## src/rtl/ssc_tri_pkg.sv

```systemverilog
package ssc_tri_pkg;

   localparam int unsigned RATE_W    = 4;
   localparam int unsigned MAX_UNITS = 14;

   // deviation in 0.125 % units for each rate code
   function automatic logic [3:0] rate_units(input logic [RATE_W-1:0] code);
      logic [3:0] u;
      case (code)
         4'd1:    u = 4'd1;
         4'd2:    u = 4'd2;
         4'd3:    u = 4'd4;
         4'd4:    u = 4'd6;
         4'd5:    u = 4'd8;
         4'd6:    u = 4'd10;
         4'd7:    u = 4'd12;
         4'd8:    u = 4'd14;
         default: u = 4'd0;
      endcase
      return u;
   endfunction

endpackage

```

## src/rtl/ssc_period_gen.sv

```systemverilog
module ssc_period_gen #(
   parameter int unsigned BASE   = 532,
   parameter int unsigned SPAN   = 84,
   parameter int unsigned DSTEP  = 5,
   parameter int unsigned LDIV_W = 3,
   parameter int unsigned LFSR_W = 4,
   parameter int unsigned CNT_W  = 13
) (
   input  logic              clk,
   input  logic              rst_n,
   input  logic [LDIV_W-1:0] div,
   output logic              bound,
   output logic [CNT_W-1:0]  plen
);

   logic [CNT_W-1:0]  cnt;
   logic [CNT_W-1:0]  lmul;
   logic [CNT_W-1:0]  mult;
   logic [CNT_W-1:0]  base_len;
   logic [CNT_W-1:0]  dev;
   logic              half;
   logic [LFSR_W-1:0] lfsr;
   logic [LFSR_W-1:0] lfsr_nxt;
   logic              fb;

   generate
      if (LFSR_W == 3) begin : g_tap3
         assign fb = lfsr[2] ^ lfsr[1];
      end else if (LFSR_W == 4) begin : g_tap4
         assign fb = lfsr[3] ^ lfsr[2];
      end else begin : g_tap5
         assign fb = lfsr[4] ^ lfsr[2];
      end
   endgenerate

   assign lfsr_nxt = {lfsr[LFSR_W-2:0], fb};
   assign mult     = CNT_W'(div) + CNT_W'(1);
   assign base_len = CNT_W'(BASE) * mult;
   assign dev      = CNT_W'(lfsr) * CNT_W'(DSTEP) * mult;
   assign bound    = (cnt == plen - CNT_W'(1));

   always_ff @(posedge clk) begin
      if (!rst_n) begin
         cnt  <= '0;
         plen <= CNT_W'(BASE);
         lmul <= CNT_W'(1);
         half <= 1'b0;
         lfsr <= LFSR_W'(1);
      end else if (bound) begin
         cnt  <= '0;
         lmul <= mult;
         half <= ~half;
         if (half) begin
            plen <= base_len - dev;
            lfsr <= lfsr_nxt;
         end else begin
            plen <= base_len + dev;
         end
      end else begin
         cnt <= cnt + CNT_W'(1);
      end
   end

   logic [CNT_W-1:0] lo_len;
   logic [CNT_W-1:0] hi_len;
   assign lo_len = CNT_W'(BASE - SPAN) * lmul;
   assign hi_len = CNT_W'(BASE + SPAN) * lmul;


   plen_range_chk: assert property (@(posedge clk) disable iff (!rst_n)
      (plen >= lo_len) && (plen <= hi_len));


   cnt_in_period_chk: assert property (@(posedge clk) disable iff (!rst_n)
      cnt < plen);

endmodule

```

## src/rtl/ssc_tri_walker.sv

```systemverilog
module ssc_tri_walker #(
   parameter int unsigned OFS_W = 8,
   parameter int unsigned CNT_W = 13
) (
   input  logic                    clk,
   input  logic                    rst_n,
   input  logic                    bound,
   input  logic [CNT_W-1:0]        plen,
   input  logic [OFS_W-2:0]        peak_req,
   output logic signed [OFS_W-1:0] offset,
   output logic                    zstrobe
);

   localparam logic signed [OFS_W-1:0] ONE = OFS_W'(1);

   logic [OFS_W-2:0]        pk;
   logic signed [OFS_W-1:0] pk_pos;
   logic signed [OFS_W-1:0] pk_neg;
   logic [CNT_W-1:0]        acc;
   logic [CNT_W-1:0]        stride;
   logic [CNT_W:0]          sum;
   logic                    step;
   logic                    dir_up;
   logic signed [OFS_W-1:0] next_off;

   assign pk_pos   = $signed({1'b0, pk});
   assign pk_neg   = -pk_pos;
   assign stride   = CNT_W'(pk) << 2;
   assign sum      = {1'b0, acc} + {1'b0, stride};
   assign step     = (sum >= {1'b0, plen});
   assign next_off = !step ? offset : (dir_up ? offset + ONE : offset - ONE);

   always_ff @(posedge clk) begin
      if (!rst_n) begin
         pk      <= '0;
         acc     <= '0;
         dir_up  <= 1'b1;
         offset  <= '0;
         zstrobe <= 1'b0;
      end else begin
         offset  <= next_off;
         zstrobe <= bound || (step && (next_off == '0));
         if (bound) begin
            acc    <= '0;
            pk     <= peak_req;
            dir_up <= 1'b1;
         end else begin
            acc <= step ? CNT_W'(sum - {1'b0, plen}) : CNT_W'(sum);
            if (step && dir_up && (next_off == pk_pos)) begin
               dir_up <= 1'b0;
            end else if (step && !dir_up && (next_off == pk_neg)) begin
               dir_up <= 1'b1;
            end
         end
      end
   end


   step_size_chk: assert property (@(posedge clk) disable iff (!rst_n)
      (offset == $past(offset)) || (offset == $past(offset) + ONE) ||
      (offset == $past(offset) - ONE));


   within_peak_chk: assert property (@(posedge clk) disable iff (!rst_n)
      (offset <= pk_pos) && (offset >= pk_neg));


   bound_zero_chk: assert property (@(posedge clk) disable iff (!rst_n)
      bound |=> (offset == '0));


   strobe_zero_chk: assert property (@(posedge clk) disable iff (!rst_n)
      zstrobe |-> (offset == '0));

endmodule

```

## src/rtl/ssc_tri_mod.sv

```systemverilog
module ssc_tri_mod
   import ssc_tri_pkg::*;
#(
   parameter int unsigned BASE     = 532,
   parameter int unsigned SPAN     = 84,
   parameter int unsigned DSTEP    = 5,
   parameter int unsigned LDIV_W   = 3,
   parameter int unsigned LFSR_W   = 4,
   parameter int unsigned PK_SCALE = 4,
   parameter int unsigned OFS_W    = 8
) (
   input  logic                    clk_ref,
   input  logic                    rst_n,
   input  logic [LDIV_W-1:0]       period_div,
   input  logic [RATE_W-1:0]       rate_sel,
   input  logic                    mod_enable,
   input  logic                    lock_mode,
   input  logic                    ref_bypass,
   output logic signed [OFS_W-1:0] freq_offset,
   output logic                    zero_cross
);

   localparam int unsigned MAX_MUL = 1 << LDIV_W;
   localparam int unsigned CNT_W   = $clog2((BASE + SPAN) * MAX_MUL + 1);
   localparam int unsigned PK_W    = OFS_W - 1;
   localparam int unsigned MAX_PK  = MAX_UNITS * PK_SCALE;

   initial begin
      peak_fits_chk: assert (MAX_PK < (1 << PK_W))
         else $error("offset word too narrow for the largest peak");
      pace_chk: assert (4 * MAX_PK <= BASE - SPAN)
         else $error("walk would need more than one step per cycle");
      dither_chk: assert (DSTEP * ((1 << LFSR_W) - 1) <= SPAN)
         else $error("dither exceeds the permitted period span");
      lfsr_w_chk: assert (LFSR_W >= 3 && LFSR_W <= 5)
         else $error("unsupported LFSR width");
   end

   logic             gate_off;
   logic [PK_W-1:0]  peak_req;
   logic             bound;
   logic [CNT_W-1:0] plen;

   assign gate_off = !mod_enable || lock_mode || ref_bypass;
   assign peak_req = gate_off ? '0 : PK_W'(rate_units(rate_sel)) * PK_W'(PK_SCALE);

   ssc_period_gen #(
      .BASE(BASE), .SPAN(SPAN), .DSTEP(DSTEP),
      .LDIV_W(LDIV_W), .LFSR_W(LFSR_W), .CNT_W(CNT_W)
   ) u_period (
      .clk  (clk_ref),
      .rst_n(rst_n),
      .div  (period_div),
      .bound(bound),
      .plen (plen)
   );

   ssc_tri_walker #(
      .OFS_W(OFS_W), .CNT_W(CNT_W)
   ) u_walk (
      .clk     (clk_ref),
      .rst_n   (rst_n),
      .bound   (bound),
      .plen    (plen),
      .peak_req(peak_req),
      .offset  (freq_offset),
      .zstrobe (zero_cross)
   );

endmodule

```

## config.mk

```make
export PLATFORM = sky130hd
export DESIGN_NAME = ssc_tri_mod
export DESIGN_NICKNAME = d
export VERILOG_FILES = /design/src/rtl/ssc_tri_pkg.sv /design/src/rtl/ssc_period_gen.sv /design/src/rtl/ssc_tri_walker.sv /design/src/rtl/ssc_tri_mod.sv
export SDC_FILE = /design/constraint.sdc
export NUM_CORES = 1
export LEC_CHECK = 0
export ABC_AREA = 0
export BUFFER_PORTS_ARGS = -buffer_cell sky130_fd_sc_hd__buf_2
export CORE_ASPECT_RATIO = 0.75
export CORE_MARGIN = 2
export CORE_UTILIZATION = 25
export CTS_BUF_LIST = sky130_fd_sc_hd__clkbuf_8 sky130_fd_sc_hd__clkbuf_16
export DETAILED_ROUTE_END_ITERATION = 12
export MAX_ROUTING_LAYER = met4
export SETUP_SLACK_MARGIN = 0.2
export SLEW_MARGIN = 20
export SYNTH_ARGS = -nofsm -noshare
export SYNTH_HDL_FRONTEND = slang
export SYNTH_SLANG_ARGS = --single-unit
```

## constraint.sdc

```tcl
create_clock -name clk_ref -period 5.36 [get_ports clk_ref]
set_input_delay 0.804 -clock clk_ref [delete_from_list [all_inputs] [get_ports clk_ref]]
set_output_delay 0.804 -clock clk_ref [all_outputs]
set_load 0.01 [all_outputs]
```

## Yosys cells after proc, flatten, opt, wreduce, memory -nomap -nowiden

Memories as Yosys holds them, arrays and structs flattened.
Index checks and enable logic that the tools add are counted.

| operators by class | value |
|---|---|
| $add $sub $neg | 10 |
| $mul | 3 |
| div/mod/pow operators | 0 |
| order comparisons | 1 |
| eq/ne operators | 3 |
| shift operators | 0 |
| mux-type cells | 7 |
| bitwise operators | 3 |
| reductions and logical operators | 14 |

Operator list:

| operator | count |
|---|---|
| $mux 13 | 2 |
| $sub 13x13->13 | 2 |
| $eq 8x8->1 | 2 |
| $mux 8 | 2 |
| $add 13x9->14 | 1 |
| $ge 14x13->1 | 1 |
| $add 13x1->13 const B | 1 |
| $add 13x13->13 | 1 |
| $eq 13x13->1 | 1 |
| $mul 7x13->13 | 1 |
| $mul 8x13->11 const A | 1 |
| $sub 13x1->13 const B | 1 |
| $add 8x2->8 const B | 1 |
| $logic_not 8->1 | 1 |
| $neg 7->8 | 1 |
| $sub 8x2->8 const B | 1 |
| $mul 4x3->7 const B | 1 |
| $mux 6 | 1 |
| $logic_and 1x1->1 | 5 |
| $add 3x1->4 const B | 1 |
| $logic_or 1x1->1 | 3 |
| $logic_not 1->1 | 2 |
| $mux 1 | 2 |
| $not 1->1 | 2 |
| 4 further kinds | 4 |

| storage, ports and cells | value |
|---|---|
| flip-flop bits (word level) | 61 |
| latch bits | 0 |
| memory bits (writable) | 0 |
| memory bits (read-only) | 64 |
| output and inout port bits | 9 |
| word-level logic and storage cells | 51 |
| memories kept | 1 |

Memories:

| name | depth | bits a word | rd ports | clocked after memory_dff | wr ports | line | RTL |
|---|---|---|---|---|---|---|---|
| (no name shown) | 16 | 4 | 1 | 0 | 0 | ssc_tri_pkg.sv:9 | `case (code)` |

## Depth between registers and ports, before layout

Gate-level depths: netlist (run 1).

| logic depth | value |
|---|---|
| depth after elaboration | 7 |
| mapped depth | 24 |
| depth with buffers taken out | 24 |

## Hierarchy

A second synthesis (run 1) with hierarchy kept.

| second synthesis, totals | value |
|---|---|
| cell total of the unflattened synthesis | 841 |
| area, all modules | 6,643.9 µm² |

Modules (own cells, without submodules):

| module | instances | cells an instance | area an instance (µm²) | sequential area each (µm²) |
|---|---|---|---|---|
| ssc_period_gen | 1 | 463 | 3,702.3 | 620.6 |
| ssc_tri_walker | 1 | 358 | 2,780.2 | 600.6 |
| ssc_tri_mod | 1 | 20 | 161.4 | 0.0 |

## Worst setup path after synthesis (run 1)

Ideal clock, no wire load.

| path | value |
|---|---|
| path kind | input port to flip-flop |
| start | input port period_div[0] |
| end | register u_period.plen[12] |
| data arrival time | 5.440 ns |
| required time | 5.265 ns |
| path slack | -0.176 ns |
| cell stages on the path | 22 |
| buffers on the path | 1 |
| cell sequence | ha_1 > xor2_1 > nand2_1 > fa_1 > inv_1 > fa_1 > inv_1 > fa_1 > inv_1 > a21oi_1 > o21bai_1 > a21oi_1 > o21bai_1 > a21o_1 > a21o_1 > xor2_1 > ha_1 > clkbuf_1 > nor3_1 > a2111oi_0 > or4b_1 > o311ai_1 |

| on the way | value |
|---|---|
| cells in the longest elaborated chain, start to end | 4 |
| elaborated cells on any way between the ends | 6 |

RTL lines:

| element | line | RTL |
|---|---|---|
| from (decl) | ssc_tri_mod.sv:14 | `input logic [LDIV_W-1:0] period_div,` |
| $add 3x1->4 (*) | ssc_period_gen.sv:37 | `assign mult = CNT_W'(div) + CNT_W'(1);` |
| $mul 8x13->11 or $mul 7x13->13 (tied branches) | ssc_period_gen.sv:38, ssc_period_gen.sv:39 |  |
| $add 13x13->13 or $sub 13x13->13 (tied branches) | ssc_period_gen.sv:57, ssc_period_gen.sv:54 |  |
| $mux 13 (*) | ssc_period_gen.sv:53 | `if (half) begin` |
| to (signal assigned) | ssc_period_gen.sv:45 | `plen <= CNT_W'(BASE);` |
| to (signal assigned) | ssc_period_gen.sv:54 | `plen <= base_len - dev;` |
| to (signal assigned) | ssc_period_gen.sv:57 | `plen <= base_len + dev;` |
| to (decl) | ssc_period_gen.sv:13 | `output logic [CNT_W-1:0] plen` |

Every way passes the cells marked *; elsewhere a longest branch is shown, timed or not.
A chain may end at the register's enable or synchronous reset.

## Final worst setup path (run 1)

Same ends and word-level chain as after synthesis.

==> metrics.json, run 1 <==
{
  "status": "completed",
  "post-synth-top-area-cell": "dfxtp_1",
  "hp-class": "reg2reg",
  "cp_slowest_cell": "fa_1",
  "wl_per_cell_um": 14.0,
  "cell_count_after_synthesis": 753,
  "pre_cts_slack_ns": -0.0841,
  "start_kind": "input port",
  "maxCapViolations": 0,
  "critical_path.max_stage_delay_ns": 0.52,
  "worstPathCellList": "buf_4 -> ha_4 -> xor2_4 -> and2_1 -> fa_1 -> inv_1 -> fa_1 -> inv_1 -> ha_1 -> a21oi_1 -> o21bai_4 -> a21oi_1 -> o21bai_1 -> xor2_1 -> buf_4 -> ha_4 -> or3_4 -> o211ai_1 -> a221oi_2 -> or4b_1 -> o311ai_1",
  "vias": 5430,
  "synth_area_leaders": "dfxtp_1, ha_1, xnor2_1, fa_1, xor2_1",
  "leakage_uw": 0.00322,
  "largest_net_degree_at_the_start_of_global_routing": 28,
  "post-layout-total-power_uw": 2210,
  "routabilityCongestion": 0.926,
  "ys_ff_latch": 58,
  "slew-limit-headroom_pct": 39.7,
  "synth_area_um2": 6060,
  "cts-root-to-sink-buffers": 2,
  "cts_hold_buf": 0,
  "core_area_um2": 23900,
  "rsz0062_at_grt": "false",
  "ioPinCount": 21,
  "combinationalPowerShare_pct": 47.1,
  "timing_worst_slew_pin_value_ns": 0.905,
  "worst_setup_path_end_kind": "register",
  "finish.utilization_pct": 30.7,
  "power.density_cell_area_nw_per_um2": 300,
  "initial_utilization_pct": 25.3,
  "filler_cell_count": 2537,
  "place_hpwl_um": 12200,
  "drt-vias-per-instance": 4.85,
  "final-hold-violation-count": 0,
  "clkTransAtPathRegs_ns": 0.06,
  "overall_die_height_um": 139,
  "p_sw_share_pct": 39.0,
  "power.switching_uw": 861,
  "detail_route.iter0.violations": 395,
  "crit_arrival_ns": 5.31,
  "std_cell_rows": 49,
  "netlist.area_leader.share_pct": 19.2,
  "synth.yosys.seq_area_share_pct": 19.2,
  "grt_usage_pct": 13.1,
  "cts_inserted_buffers": 9,
  "global_route_wire_length_before_repair_um": 26200,
  "finalNetCount": 912,
  "cell_internal_pwr_uw": 1340,
  "finalSetupViolations": 0,
  "synth-warning-count": 0,
  "drcViolationCount": 0,
  "cts_tree": "done",
  "final.setup.worst_slack_ns": 0.291,
  "number_of_global_route_vias_before_repair": 5073,
  "layout_worst_path_cycle_share_pct": 94.6,
  "ys_types": 66,
  "synth_enable_flop_cells": 0,
  "die_w_um": 184,
  "fin_crit_ns": 5.07,
  "share_of_synthesized_flip_flops_with_an_asynchronous_set_or_reset_pct": 0,
  "cts_sinks": 58,
  "drive_gt1_share_pct": 16.0,
  "drt.antenna.violating_nets": 0,
  "power_frac_seq_pct": 24.2,
  "crit_family": "adder cells",
  "clock_tree.root_cell": "clkbuf_16",
  "antenna_found_initial": 0,
  "h_tree_depth_reported_by_cts": 3,
  "clk_latency_ns": 0.34,
  "skew_ns": 0.00859,
  "timing_worst_setup_path_type": "in2reg",
  "critPathMaxFanout": 4,
  "crit_path_required_time_ns": 5.60,
  "detail_route.wirelength_um": 15700,
  "synthesis.area_per_instance_um2": 8.05,
  "die_area_um2": 25500,
  "diodes": 0,
  "path_buf_inv": 4,
  "max_clock_freq_mhz": 197,
  "first_pass_iters": 5,
  "area_growth_syn_to_layout_pct": 21.2,
  "flip_flop_cell_with_the_highest_count_after_synthesis": "dfxtp_1",
  "globalRoute.totalOverflow": 0,
  "buffer_ports.inserted": 20,
  "ir_worst_vdd_mv": 0.191,
  "synth_fp_nets": 857,
  "maxSlewViolCount": 0,
  "power.clock.fraction_pct": 28.6
}
[power by group through the flow]
stage	Combinational, uW	Clock, uW	Sequential (uW)
2_1_floorplan	759	0	539
3_3_place_gp	1000	0	541
3_5_place_dp	1010	0	542
4_1_cts	1020	648	534
5_1_grt	1170	667	541
6_report	1040	631	534
[cell type report]
class                   instances  area [um^2]  share of cell area [%]
flip-flops and latches         58         1160                    15.8
multi-input cells             603         4760                    64.9
clock inverters                 7          101                    1.38
well taps                     306          383                    5.21
inverters                      72          270                    3.68
repair buffers                 64          437                    5.95
clock buffers                   9          225                    3.07
[timing repair]
item,4_1_cts,5_1_grt
pin swaps,7,32
setup endpoints to repair,4,5
buffers inserted,3,10
cloned,0,0
resized for setup,9,34
[final timing paths]
| path | slack [ns] | endpoint | startpoint | cells after the start |
|---|---|---|---|---|
| max | 0.29 | u_period.plen[12]$_SDFFE_PN0P_ | period_div[0] | 21 |
| min | 0.46 | u_walk.acc[3]$_SDFFE_PP0N_ | u_walk.acc[3]$_SDFFE_PP0N_ | 2 |
| max reg2reg | 0.32 | u_period.plen[12]$_SDFFE_PN0P_ | u_period.lfsr[1]$_SDFFE_PN0P_ | 20 |
| min reg2reg | 0.46 | u_walk.acc[3]$_SDFFE_PP0N_ | u_walk.acc[3]$_SDFFE_PP0N_ | 2 |
[sequential cells by signal, indices dropped and copies added, names as in the netlist]
name	flops
u_walk.zstrobe	1
u_walk.dir_up	1
u_walk.acc	13
u_walk.offset	8
u_period.cnt	13
u_period.lfsr	4
u_walk.pk	4
u_period.half	1
u_period.plen	13
[per-layer routing]
metal  global-route usage [%]  wire (um)  up-vias  share of wire [%]
met2                     16.9       5910      100                 38
met5                        -          0        -                  0
met1                     20.0       8890     2545                 57
met3                     3.73        809        7                5.2
met4                     1.89         66        0               0.42
li1                         -          -     2778                  -
[through the flow]
| step | instances | hold WS [ns] | area, um^2 | setup TNS [ns] |
|---|---|---|---|---|
| 3_3_place_gp | 1090 | 0.445 | 6730 | 0 |
| 5_1_grt | 1119 | 0.511 | 7340 | 0 |
| 6_report | 1119 | 0.465 | 7340 | 0 |
| 3_5_place_dp | 1090 | 0.455 | 6730 | -0.0946 |
| 2_1_floorplan | 753 | 0.436 | 6110 | 0 |
| 4_1_cts | 1109 | 0.463 | 7110 | 0 |
[cells in the mapped netlist, drive strengths merged, types with 3 or more instances]
library cell / number
ha: 77
inv: 71
nor2: 63
dfxtp: 58
a21oi: 52
nand2: 50
xnor2: 40
o21ai: 35
xor2: 34
nand3: 23
nor3: 20
and2: 16
fa: 15
clkbuf: 14
mux2i: 14
nor2b: 13
a211oi: 11
or3: 11
a21o: 10
and3: 9
o21a: 9
o21bai: 9
o211ai: 8
or4: 8
nand4: 7
buf: 6
nand2b: 6
o311ai: 6
nor4: 5
o22ai: 5
o31ai: 5
a211o: 4
and4: 4
o2111ai: 4
a2111oi: 3
nor3b: 3
[cells by family (layout without fill, tap and decap cells)]
group,after synthesis,in the layout,share of synthesized area [%]
adders and majority gates,92,92,20.9
xor gates and xnor gates,74,74,10.7
AOI/OAI and AO/OA,179,179,19.9
and+or+nand+nor,244,244,21.2
muxes,14,14,2.31
DFF,58,58,19.2
buffers and inverters,92,152,5.82
[cells in the final DEF, fill, tap and decap left out, drive strengths merged, types with 10 or more instances in the layout]
cell    count
dfxtp      58
xor2       34
mux2i      14
nand2      50
or3        11
xnor2      40
buf        64
inv        72
a21o       10
a211oi     11
nor2       63
nor3       20
nand3      23
o21ai      35
ha         77
fa         15
nor2b      13
and2       16
a21oi      52
[worst min-delay path: stages, from the launching register on]
cell     delay (ns)
dfxtp_1        0.31
nand2_1        0.05
a21oi_1        0.05
No activity file was read; power rests on OpenSTA's default activity.
==> run 2: changes to the inputs <==
- CORE_UTILIZATION: 25 -> 58
- PLACE_DENSITY: default -> 0.78
==> metrics.json, run 2 (synthesis results as in run 1) <==
{
  "finish.utilization_pct": 68.5,
  "fin_crit_ns": 5.06,
  "final_common_cell": "inv_1",
  "status": "completed",
  "power.clock.fraction_pct": 29.0,
  "setup_total_negative_slack_ns": 0,
  "cp_slowest_cell": "or4b_1",
  "h_tree_depth_reported_by_cts": 3,
  "slew-limit-headroom_pct": 35.8,
  "clkTransAtPathRegs_ns": 0.05,
  "maxCapViolations": 0,
  "worstPathCellList": "buf_2 -> ha_4 -> xor2_4 -> nand2_2 -> fa_1 -> inv_1 -> fa_1 -> ha_1 -> a21o_1 -> a21oi_2 -> o21bai_1 -> a21oi_2 -> o21bai_1 -> a21oi_2 -> xnor2_1 -> ha_1 -> or3_4 -> o211ai_1 -> a221oi_1 -> or4b_1 -> o311ai_1",
  "buffer_ports.inserted": 20,
  "power.switching_uw": 853,
  "drt.antenna.violating_nets": 0,
  "finalNetCount": 893,
  "final-hold-violation-count": 0,
  "p_sw_share_pct": 38.7,
  "layout_worst_path_cycle_share_pct": 94.5,
  "number_of_global_route_vias_before_repair": 5592,
  "combinationalPowerShare_pct": 46.7,
  "critPathMaxFanout": 4,
  "worstReg2RegEnd": "u_period.plen[12]$_SDFFE_PN0P_",
  "die_w_um": 122,
  "worstSetupPathDepth": 21,
  "r2r-start": "u_period.lfsr[3]$_SDFFE_PN0P_",
  "maxSlewViolCount": 0,
  "rsz0062_at_grt": "true",
  "initial_utilization_pct": 59.4,
  "cts_hold_buf": 0,
  "vias": 5679,
  "layout_common_cells": "inv_1, ha_1, nor2_1",
  "cts_inserted_buffers": 9,
  "final_design_area_no_fill_um2": 6990,
  "detail_route.iter0.violations": 385,
  "clk_latency_ns": 0.33,
  "wl_per_cell_um": 16.8,
  "core_area_um2": 10200,
  "hp-class": "reg2reg",
  "endpoint": "u_period.plen[12]$_SDFFE_PN0P_",
  "critical_path.startpoint": "period_div[0]",
  "detailed_place.area_um2": 6440,
  "crit_path_required_time_ns": 5.58,
  "cts_tree": "done",
  "crit_arrival_ns": 5.29,
  "leakage_uw": 0.00315,
  "detail_route.wirelength_um": 15600,
  "worst_setup_path_end_kind": "register",
  "antenna_found_initial": 0,
  "ff2ff_path_depth": 20,
  "drive_gt1_share_pct": 13.5,
  "cts-root-to-sink-buffers": 2,
  "ir_worst_vdd_mv": 0.241,
  "cts_sinks": 58,
  "register_to_register_path_setup_slack_ns": 0.33,
  "first_pass_iters": 7,
  "timing_worst_slew_pin_value_ns": 0.961,
  "start_kind": "input port",
  "std_cell_rows": 32,
  "area_growth_syn_to_layout_pct": 15.4,
  "fin_hold_ws_ns": 0.477,
  "routabilityCongestion": 0.985,
  "globalRoute.totalOverflow": 0,
  "ioPinCount": 21,
  "power_frac_seq_pct": 24.3,
  "critical_path.most_common_cell": "a21oi_2",
  "power.density_cell_area_nw_per_um2": 315,
  "reg.largest.list": "u_period.cnt x13, u_period.plen x13, u_walk.acc x13",
  "largest_net_degree_at_the_start_of_global_routing": 28,
  "max_clock_freq_mhz": 198,
  "diodes": 0,
  "die_area_um2": 11300,
  "global_route_wire_length_before_repair_um": 26000,
  "clock_tree.root_cell": "clkbuf_16",
  "timing_worst_setup_path_type": "in2reg",
  "drcViolationCount": 0,
  "grt_usage_pct": 29.3,
  "finalSetupViolations": 0,
  "critical_path.max_stage_delay_ns": 0.54,
  "skew_ns": 0.00572,
  "crit_family": "adder cells",
  "overall_die_height_um": 92.5,
  "drt-vias-per-instance": 6.11,
  "place_hpwl_um": 11700,
  "path_buf_inv": 2,
  "cell_internal_pwr_uw": 1350
}
[run 2: changes by cell type in the layout (fill, tap and decap cells not counted), sizes merged]
cell      change
buf          -19
clkinvlp      -2
clkbuf        +2
[run 2: stage by stage]
step	worst slack, ns	total power [uW]	std cells
4_1_cts	0.207	2170	929
2_1_floorplan	0.206	1300	753
6_report	0.297	2210	930
3_3_place_gp	0.0613	1480	910
3_5_place_dp	-0.141	1520	910
5_1_grt	0.133	2350	930
[run 2: power groups by stage]
| stage | registers [uW] | clock network [uW] | logic [uW] |
|---|---|---|---|
| after global routing | 543 | 660 | 1140 |
| after global placement | 540 | 0 | 941 |
| after floorplan | 539 | 0 | 759 |
| final | 536 | 639 | 1030 |
| after detailed placement | 542 | 0 | 982 |
| after CTS | 535 | 641 | 993 |
[run 2: worst register-to-register path, cell delays in order (launching register included)]
cell       delay [ns]
dfxtp_2          0.33
ha_4             0.27
ha_4             0.13
fa_2             0.46
and2_1           0.20
fa_1             0.51
inv_1            0.06
fa_1             0.53
inv_1            0.04
ha_1             0.34
a21oi_1          0.15
o21bai_1         0.11
a21o_1           0.19
a21o_1           0.19
buf_4            0.14
xnor2_1          0.12
ha_1             0.21
nand2b_2         0.24
a2111oi_4        0.35
o2111ai_1        0.21
o311ai_1         0.15
[run 2: layout make-up]
class / count / area, um^2
multi-input cells: 603 / 4770
well taps: 136 / 170
clock inverters: 5 / 77.6
flip-flops and latches: 58 / 1160
clock buffers: 11 / 253
repair buffers: 45 / 288
fillers: 788 / 3220
inverters: 72 / 270
[run 2: worst min path at each step]
stage	start	to	slack, ns	cells past startpoint
after floorplan	u_walk.acc[3]$_SDFFE_PP0N_	u_walk.acc[3]$_SDFFE_PP0N_	0.44	2
after global placement	u_walk.acc[3]$_SDFFE_PP0N_	u_walk.acc[3]$_SDFFE_PP0N_	0.45	2
after detailed placement	u_walk.acc[3]$_SDFFE_PP0N_	u_walk.acc[3]$_SDFFE_PP0N_	0.46	2
after CTS	u_walk.acc[3]$_SDFFE_PP0N_	u_walk.acc[3]$_SDFFE_PP0N_	0.47	2
after global routing	u_walk.acc[3]$_SDFFE_PP0N_	u_walk.acc[3]$_SDFFE_PP0N_	0.50	2
final	u_walk.acc[3]$_SDFFE_PP0N_	u_walk.acc[3]$_SDFFE_PP0N_	0.48	2
[run 2: timing repair]
action	CTS	global route
setup buffers	3	1
pin swaps	9	21
gates resized for setup	8	29
endpoints found under the setup margin	3	5
gates cloned	0	0
[run 2: metal layers]
| layer | GRT usage [%] | wire length [um] |
|---|---|---|
| met5 | - | 0 |
| met4 | 7.95 | 346 |
| met3 | 4.68 | 932 |
| met2 | 46.4 | 7120 |
| met1 | 39.1 | 7250 |
